**config.mk**
```make
export PLATFORM = sky130hd
export DESIGN_NAME = sp_bclk_gen
export DESIGN_NICKNAME = d
export VERILOG_FILES = /design/src/rtl/sp_bclk_pkg.sv /design/src/rtl/sp_bclk_tick_src.sv /design/src/rtl/sp_bclk_divider.sv /design/src/rtl/sp_bclk_shaper.sv /design/src/rtl/sp_bclk_gen.sv
export SDC_FILE = /design/constraint.sdc
export NUM_CORES = 1
export LEC_CHECK = 0
export BUFFER_PORTS_ARGS = -buffer_cell sky130_fd_sc_hd__buf_2
export CORE_MARGIN = 5
export CORE_UTILIZATION = 49
export DETAILED_ROUTE_END_ITERATION = 16
export GPL_ROUTABILITY_DRIVEN = 0
export PLACE_DENSITY = 0.8
export SLEW_MARGIN = 20
export SYNTH_ARGS = -nofsm -noshare
export SYNTH_HDL_FRONTEND = slang
export SYNTH_SLANG_ARGS = --single-unit
```
**constraint.sdc**
```tcl
create_clock -name clk -period 1.1 [get_ports clk]
set_input_delay 0 -clock clk [delete_from_list [all_inputs] [get_ports clk]]
set_output_delay 0 -clock clk [all_outputs]
set_load 0.005 [all_outputs]
```
**src/rtl/sp_bclk_pkg.sv**
```systemverilog
package sp_bclk_pkg;

  typedef enum logic {
    SRC_EXT = 1'b0,
    SRC_INT = 1'b1
  } src_sel_e;

  typedef enum logic {
    PH_LOW  = 1'b0,
    PH_HIGH = 1'b1
  } phase_e;

endpackage

```
**src/rtl/sp_bclk_tick_src.sv**
```systemverilog
module sp_bclk_tick_src
  import sp_bclk_pkg::*;
#(
  parameter int SYNC_STAGES = 2
) (
  input  logic clk,
  input  logic rst_n,
  input  logic src_int,
  input  logic ext_clk,
  output logic tick
);

  localparam int CHAIN = SYNC_STAGES + 1;

  logic [CHAIN-1:0] sync_q;
  logic [CHAIN-1:0] sync_d;
  logic             ext_edge;
  src_sel_e         sel;

  // chain: stages 0..SYNC_STAGES-1 synchronise, last stage holds history
  for (genvar i = 0; i < CHAIN; i++) begin : g_chain
    if (i == 0) begin : g_head
      assign sync_d[i] = ext_clk;
    end else begin : g_link
      assign sync_d[i] = sync_q[i-1];
    end
  end

  always_ff @(posedge clk or negedge rst_n) begin
    if (!rst_n) sync_q <= '0;
    else        sync_q <= sync_d;
  end

  always_comb begin
    sel      = src_sel_e'(src_int);
    ext_edge = sync_q[CHAIN-2] & ~sync_q[CHAIN-1];
    tick     = (sel == SRC_INT) ? 1'b1 : ext_edge;
  end

endmodule

```
**src/rtl/sp_bclk_divider.sv**
```systemverilog
module sp_bclk_divider
  import sp_bclk_pkg::*;
#(
  parameter int DIV_W = 8
) (
  input  logic             clk,
  input  logic             rst_n,
  input  logic             en,
  input  logic             tick,
  input  logic [DIV_W-1:0] div,
  output logic             running,
  output phase_e           phase
);

  localparam logic [DIV_W-1:0] ONE = {{(DIV_W-1){1'b0}}, 1'b1};

  logic             run_q,  run_n;
  phase_e           ph_q,   ph_n;
  logic [DIV_W-1:0] cnt_q,  cnt_n;
  logic [DIV_W-1:0] dact_q, dact_n;
  logic             cnt_end;
  logic             start_hi;

  // low phase length minus one: even nonzero values run one tick short
  function automatic logic [DIV_W-1:0] low_m1(input logic [DIV_W-1:0] d);
    if (!d[0] && (d != '0)) return (d >> 1) - ONE;
    else                    return d >> 1;
  endfunction

  always_comb begin
    run_n    = run_q;
    ph_n     = ph_q;
    cnt_n    = cnt_q;
    dact_n   = dact_q;
    cnt_end  = (cnt_q == '0);
    start_hi = !run_q || ((ph_q == PH_LOW) && cnt_end);
    if (!en) begin
      run_n = 1'b0;
      ph_n  = PH_LOW;
      cnt_n = '0;
    end else if (tick) begin
      if (start_hi) begin
        run_n  = 1'b1;
        ph_n   = PH_HIGH;
        dact_n = div;
        cnt_n  = div >> 1;   // high length minus one, all values
      end else if (cnt_end) begin
        ph_n  = PH_LOW;
        cnt_n = low_m1(dact_q);
      end else begin
        cnt_n = cnt_q - ONE;
      end
    end
  end

  always_ff @(posedge clk or negedge rst_n) begin
    if (!rst_n) begin
      run_q  <= 1'b0;
      ph_q   <= PH_LOW;
      cnt_q  <= '0;
      dact_q <= '0;
    end else begin
      run_q  <= run_n;
      ph_q   <= ph_n;
      cnt_q  <= cnt_n;
      dact_q <= dact_n;
    end
  end

  assign running = run_q;
  assign phase   = ph_q;

endmodule

```
**src/rtl/sp_bclk_shaper.sv**
```systemverilog
module sp_bclk_shaper
  import sp_bclk_pkg::*;
(
  input  logic   clk,
  input  logic   rst_n,
  input  logic   running,
  input  phase_e phase,
  input  logic   invert,
  output logic   bclk,
  output logic   rise_stb,
  output logic   fall_stb
);

  logic out_c;
  logic prev_q, prev_n;

  always_comb begin
    out_c    = running & ((phase == PH_HIGH) ^ invert);
    prev_n   = out_c;
    bclk     = out_c;
    rise_stb = out_c & ~prev_q;
    fall_stb = ~out_c & prev_q;
  end

  always_ff @(posedge clk or negedge rst_n) begin
    if (!rst_n) prev_q <= 1'b0;
    else        prev_q <= prev_n;
  end

endmodule

```
**src/rtl/sp_bclk_gen.sv**
```systemverilog
module sp_bclk_gen
  import sp_bclk_pkg::*;
#(
  parameter int DIV_W       = 8,
  parameter int SYNC_STAGES = 2,
  parameter int RST_STAGES  = 2
) (
  input  logic             clk,
  input  logic             rst_n,
  input  logic             en,
  input  logic             src_int,
  input  logic             ext_clk,
  input  logic [DIV_W-1:0] div,
  input  logic             invert,
  output logic             bclk,
  output logic             rise_stb,
  output logic             fall_stb
);

  logic [RST_STAGES-1:0] rst_pipe_q;
  logic                  core_rst_n;
  logic                  tick;
  logic                  running;
  phase_e                phase;

  // asynchronous assert, synchronous release
  always_ff @(posedge clk or negedge rst_n) begin
    if (!rst_n) rst_pipe_q <= '0;
    else        rst_pipe_q <= {rst_pipe_q[RST_STAGES-2:0], 1'b1};
  end
  assign core_rst_n = rst_pipe_q[RST_STAGES-1];

  sp_bclk_tick_src #(.SYNC_STAGES(SYNC_STAGES)) u_src (
    .clk     (clk),
    .rst_n   (core_rst_n),
    .src_int (src_int),
    .ext_clk (ext_clk),
    .tick    (tick)
  );

  sp_bclk_divider #(.DIV_W(DIV_W)) u_div (
    .clk     (clk),
    .rst_n   (core_rst_n),
    .en      (en),
    .tick    (tick),
    .div     (div),
    .running (running),
    .phase   (phase)
  );

  sp_bclk_shaper u_shp (
    .clk      (clk),
    .rst_n    (core_rst_n),
    .running  (running),
    .phase    (phase),
    .invert   (invert),
    .bclk     (bclk),
    .rise_stb (rise_stb),
    .fall_stb (fall_stb)
  );

endmodule

```
# After elaboration in Yosys (flattened, before gate mapping)
# Cells that the tools add are included.
# totals
output_inout_bits	3
elab_cells	44
in_bits	14
reg_bits	24
# op_classes
n_addsub	2
reduce_logical	10
eq_ne	3
bitwise_logic	9
muxes	13
# ops
op	n
8-bit 2-to-1 mux	5
8-bit logical NOT	1
1-bit 2-to-1 mux	8
8-bit nonzero test	1
7-bit by 1-bit subtractor with 8-bit output, second input constant	1
8-bit by 1-bit subtractor with 8-bit output, second input constant	1
1-bit bitwise AND	4
2-bit by 1-bit inequality test with 1-bit output, second input constant	2
1-bit NOT	4
2-bit AND reduction	2
3-bit by 1-bit inequality test with 1-bit output, second input constant	1
3-bit AND reduction	1
1-bit logical AND	2
1-bit logical NOT	2
1-bit logical OR	1
1-bit bitwise XOR	1

# Longest topological paths before layout
# depth
ltp_word	7
ltp_mapped	9
depth_no_buf	7

# By module
# A second synthesis with hierarchy kept.
# hier_totals
hier_cells	143
area_unflattened_um2	1456.4
# by_module_without_submodules
mod	seq_area_each_um2	area_each_um2	instances	cells_each
sp_bclk_divider	450.4	1258.7	1	130
sp_bclk_tick_src	75.1	86.3	1	5
sp_bclk_shaper	25.0	57.6	1	5
sp_bclk_gen	50.0	53.8	1	3

# Least setup slack after synthesis
# Ideal clock, no wire load.
# synth_timing
kind	reg-to-reg
start	register u_div.cnt_q[0]
end	register u_div.dact_q[5]
t_required_ps	975
setup_ps	125
arrival_time_ps	1903
synth_period_minus_slack_ps	2029
slack_ps	-929
stages_incl_launch_ff	9
cell_sequence	dfrtp_1 > inv_1 > ha_1 > or4b_4 > o21ai_2 > and3_1 > buf_6 > buf_12 > mux2_4
# synth_via
elab_chain_cells	4
# synth_lines
item	line	rtl
start, declared	sp_bclk_divider.sv:19	logic [DIV_W-1:0] cnt_q, cnt_n;
start signal, assigned	sp_bclk_divider.sv:65	cnt_q <= cnt_n;
8-bit logical NOT	sp_bclk_divider.sv:35	cnt_end = (cnt_q == '0);
1-bit logical AND	sp_bclk_divider.sv:36	start_hi = !run_q || ((ph_q == PH_LOW) && cnt_end);
1-bit logical OR	sp_bclk_divider.sv:36	
3-bit AND reduction (no line)	--	
end signal, assigned	sp_bclk_divider.sv:66	dact_q <= dact_n;
end, declared	sp_bclk_divider.sv:20	logic [DIV_W-1:0] dact_q, dact_n;
# Every way passes these cells.
# A chain may end at the register's enable or synchronous reset.

# Worst setup path after layout
# layout_timing
start	register u_div.cnt_q[1]
end	register u_div.dact_q[4]
# The elaborated chain is that of the path after synthesis.

==> flow_summary_export.csv <==
group,metric,value,unit
outcome,status,"complete, but fails checks",
outcome,failed_checks,"negative hold slack, negative setup slack",
worst_setup_path,startpoint_type,"flop",
drt,drc,0,
pwr,p_seq_share,33.0,%
worst_setup_path,slowest_delay,0.47,ns
floorplan,die_h,64.4,µm
pwr,leakage,1.05,nW
timing,setup_viol,20,
pwr,switchingPower,0.00133,W
clock_tree,cts_max_path_buffers,2,
synthesis,synthAdderAreaFrac,2.59,%
synthesis,synth_nets,160,
synthesis,synthesis.area,1450,µm²
timing,tns,-16.13,ns
drt,post_drt_wl_per_cell,22.8,µm
clock_tree,cts_buffers,3,
timing,layout_setup_ws,-0.978,ns
synthesis,ys_types,53,
worst_setup_path,crit_slowest_cell,"or4b_4",
pwr,vdd_drop_max,1090,µV
pwr,power.share.switching,37.9,%
synthesis,yosysSeqAreaShare,41.4,%
drt,vias_per_cell,6.54,
timing,hold_violations,1,
cells_and_area,num_antenna_cells,0,
drt,ant_nets,0,
synthesis,async_reset_ff_share,100,%
synthesis,synthSimpleGateAreaFrac,20.1,%
global_route,grt_use_total,27.6,%
drt,routed_wl,5830,µm
worst_setup_path,critPathTopFamily,"simple AND/OR/NAND/NOR gates",
drt,vias,1675,
global_route,overflow,0,
placement,detailed_place_hpwl,3200,µm
floorplan,num_rows,19,
timing,period_share,189,%
timing,min_period,2.08,ns
global_route,grt_pass1_vias,1701,
synthesis,ys_ff_latch,24,
floorplan,core,2810,µm²
pwr,p_comb_share,53.1,%
clock_tree,h-tree-depth,1,
floorplan,initial_core_util,51.7,%
timing,grt_setup_unrepaired,"yes",
global_route,antenna_found_initial,0,
pwr,p_per_area,1550,nW/µm²
pwr,p_int,0.00219,W
floorplan,die_w,64.4,µm
synthesis,yosysWarnings,0,
worst_setup_path,critPathBufInv,1,
cells_and_area,area_growth,57.1,%
synthesis,synthCells,143,
flow_run,cap_violations,0,
synthesis,synth_edf_count,0,
timing,fmax,0.481,GHz
synthesis,synth_top_family_by_area,"simple AND/OR/NAND/NOR gates",
pwr,pwr-share-clk,14.0,%
clock_tree,cts.sinks,24,
drt,drt_iter0_drc,141,
drt,firstDrtPassIters,6,
global_route,grt_max_degree,14,
synthesis,syn-mean-instance-area,10.1,µm²
min_path,min_path_type,"in2reg",
cells_and_area,nets,243,
clock_tree,path_clk_slew,0.14,ns
worst_setup_path,cp_max_fo,7,
timing,hold_slack,-0.0176,ns
placement,io_buffers,16,
global_route,grt_first_pass_wirelength,8650,µm
synthesis,synth_xor_area_share,1.81,%
floorplan,ios,17,
clock_tree,cts_tree,"built",
clock_tree,worstSkewPairLatency,0.33,ns
worst_setup_path,endpoint_kind,"flop",
cells_and_area,drive_gt1_share,55.1,%
floorplan,die_area,4150,µm²
clock_tree,cts_root_buf,"clkbuf_4",
timing,drv_slew,0,
synthesis,ys.flop_type,"dfrtp_1",
synthesis,synth_compound_area_share,20.0,%
worst_setup_path,crit_chain,"inv_2, ha_4, or4b_4, o21ai_2, and3_4, mux2_4",
synthesis,synth_mux_area_share,7.33,%
worst_setup_path,critPathRequiredTime,1.33,ns
timing,clock_skew,0.00473,ns
worst_setup_path,arrival,2.31,ns
worst_setup_path,path_class,"reg2reg",
-- power groups by stage --
| stage | clock network, W | logic, W | registers [W] |
|---|---|---|---|
| after global routing | 0.000533 | 0.00197 | 0.00117 |
| final | 0.000492 | 0.00187 | 0.00116 |
| after floorplan | 0 | 0.000672 | 0.00118 |
| after global placement | 0 | 0.00130 | 0.00113 |
| after detailed placement | 0 | 0.00135 | 0.00115 |
| after CTS | 0.000489 | 0.00163 | 0.00113 |
-- layer usage --
| layer | up-vias | global-route usage [%] | routed length [µm] |
|---|---|---|---|
| li1 | 695 | - | - |
| met1 | 796 | 34.8 | 2100 |
| met2 | 129 | 46.0 | 2810 |
| met3 | 55 | 3.85 | 463 |
| met4 | 0 | 14.2 | 451 |
| met5 | - | 0 | 0 |
-- flip-flops by register name (all words and copies together), names as in the netlist --
register,flops
u_div.running,1
rst_pipe_q,2
u_div.phase,1
u_div.dact_q,8
u_div.cnt_q,8
u_shp.prev_q,1
u_src.sync_q,3
-- path summary, 6_finish.rpt --
kind                            slack, ns      startpoint  depth (start not counted)         endpoint
worst min-delay path                -0.02          invert                          4     u_shp.prev_q
max in group asynchronous            0.38           rst_n                          3    rst_pipe_q[1]
worst max register to register      -0.98  u_div.cnt_q[1]                          6  u_div.dact_q[4]
worst min register to register       0.14   rst_pipe_q[1]                          0  u_div.dact_q[2]
worst max-delay path                -0.98  u_div.cnt_q[1]                          6  u_div.dact_q[4]
min in group asynchronous            0.14   rst_pipe_q[1]                          0  u_div.dact_q[2]
-- per-stage QoR --
step / power [W] / instance area, µm² / setup slack (ns) / utilization (%) / std cells
3_3_place_gp: 0.00243 / 1870 / -0.811 / 66.6 / 229
2_1_floorplan: 0.00186 / 1470 / -0.859 / - / 143
3_5_place_dp: 0.00249 / 1870 / -0.890 / 66.6 / 229
6_report: 0.00352 / 2280 / -0.978 / 81.2 / 256
4_1_cts: 0.00325 / 2210 / -0.879 / 78.7 / 253
5_1_grt: 0.00368 / 2280 / -1.06 / 81.2 / 256
-- cells by family after synthesis --
logic type | count (synthesis)
xor gates and xnor gates | 3
muxes | 9
buffers and inverters | 14
other | 1
AOI/OAI and AO/OA | 38
adders and majority gates | 3
DFF | 24
and+or+nand+nor | 51
-- cells in the final DEF (no fill, tap or decap), types with 3 or more instances in the layout --
master,instances
a21oi_2,4
a221o_2,3
and2_1,5
buf_2,16
buf_4,51
buf_6,5
clkbuf_4,3
dfrtp_1,22
dlygate4sd3_1,12
inv_1,5
mux2_4,6
nand2_1,6
nand2_2,3
nand3_1,4
nor2_1,8
nor3_1,5
o21ai_0,3
o21ai_2,3
-- tightest hold or removal path, cell delays in order --
cell and delay [ns]:
buf_2 0.08, xor2_1 0.06, nand2_1 0.09, inv_1 0.05
-- cells in the mapped netlist (all sizes together) (3+ instances only) --
| cell type | count | area (µm²) |
|---|---|---|
| a21oi | 6 | 30.0 |
| a221o | 3 | 33.8 |
| and2 | 6 | 38.8 |
| buf | 6 | 62.6 |
| dfrtp | 24 | 601 |
| ha | 3 | 37.5 |
| inv | 7 | 26.3 |
| mux2 | 7 | 86.3 |
| nand2 | 10 | 37.5 |
| nand3 | 4 | 20.0 |
| nor2 | 9 | 36.3 |
| nor3 | 6 | 30.0 |
| o21ai | 8 | 43.8 |
| or3 | 3 | 18.8 |
-- final cells by class --
| class | count | area (µm²) |
|---|---|---|
| Fill cell | 143 | 527 |
| Multi-Input combinational cell | 105 | 920 |
| Timing Repair Buffer | 85 | 654 |
| Clock buffer | 4 | 36.3 |
| Tap cell | 31 | 38.8 |
| Inverter | 7 | 26.3 |
| Sequential cell | 24 | 603 |
-- timing repair --
item / 4_1_cts / 5_1_grt
buffers inserted: 11 / 5
hold buffers: 11 / 1
endpoints found under the hold margin: 20 / 3
pin swaps: 16 / 10
resized for setup: 33 / 13
setup endpoints to repair: 20 / 20
Note: power is estimated with default switching activity, not from simulation.
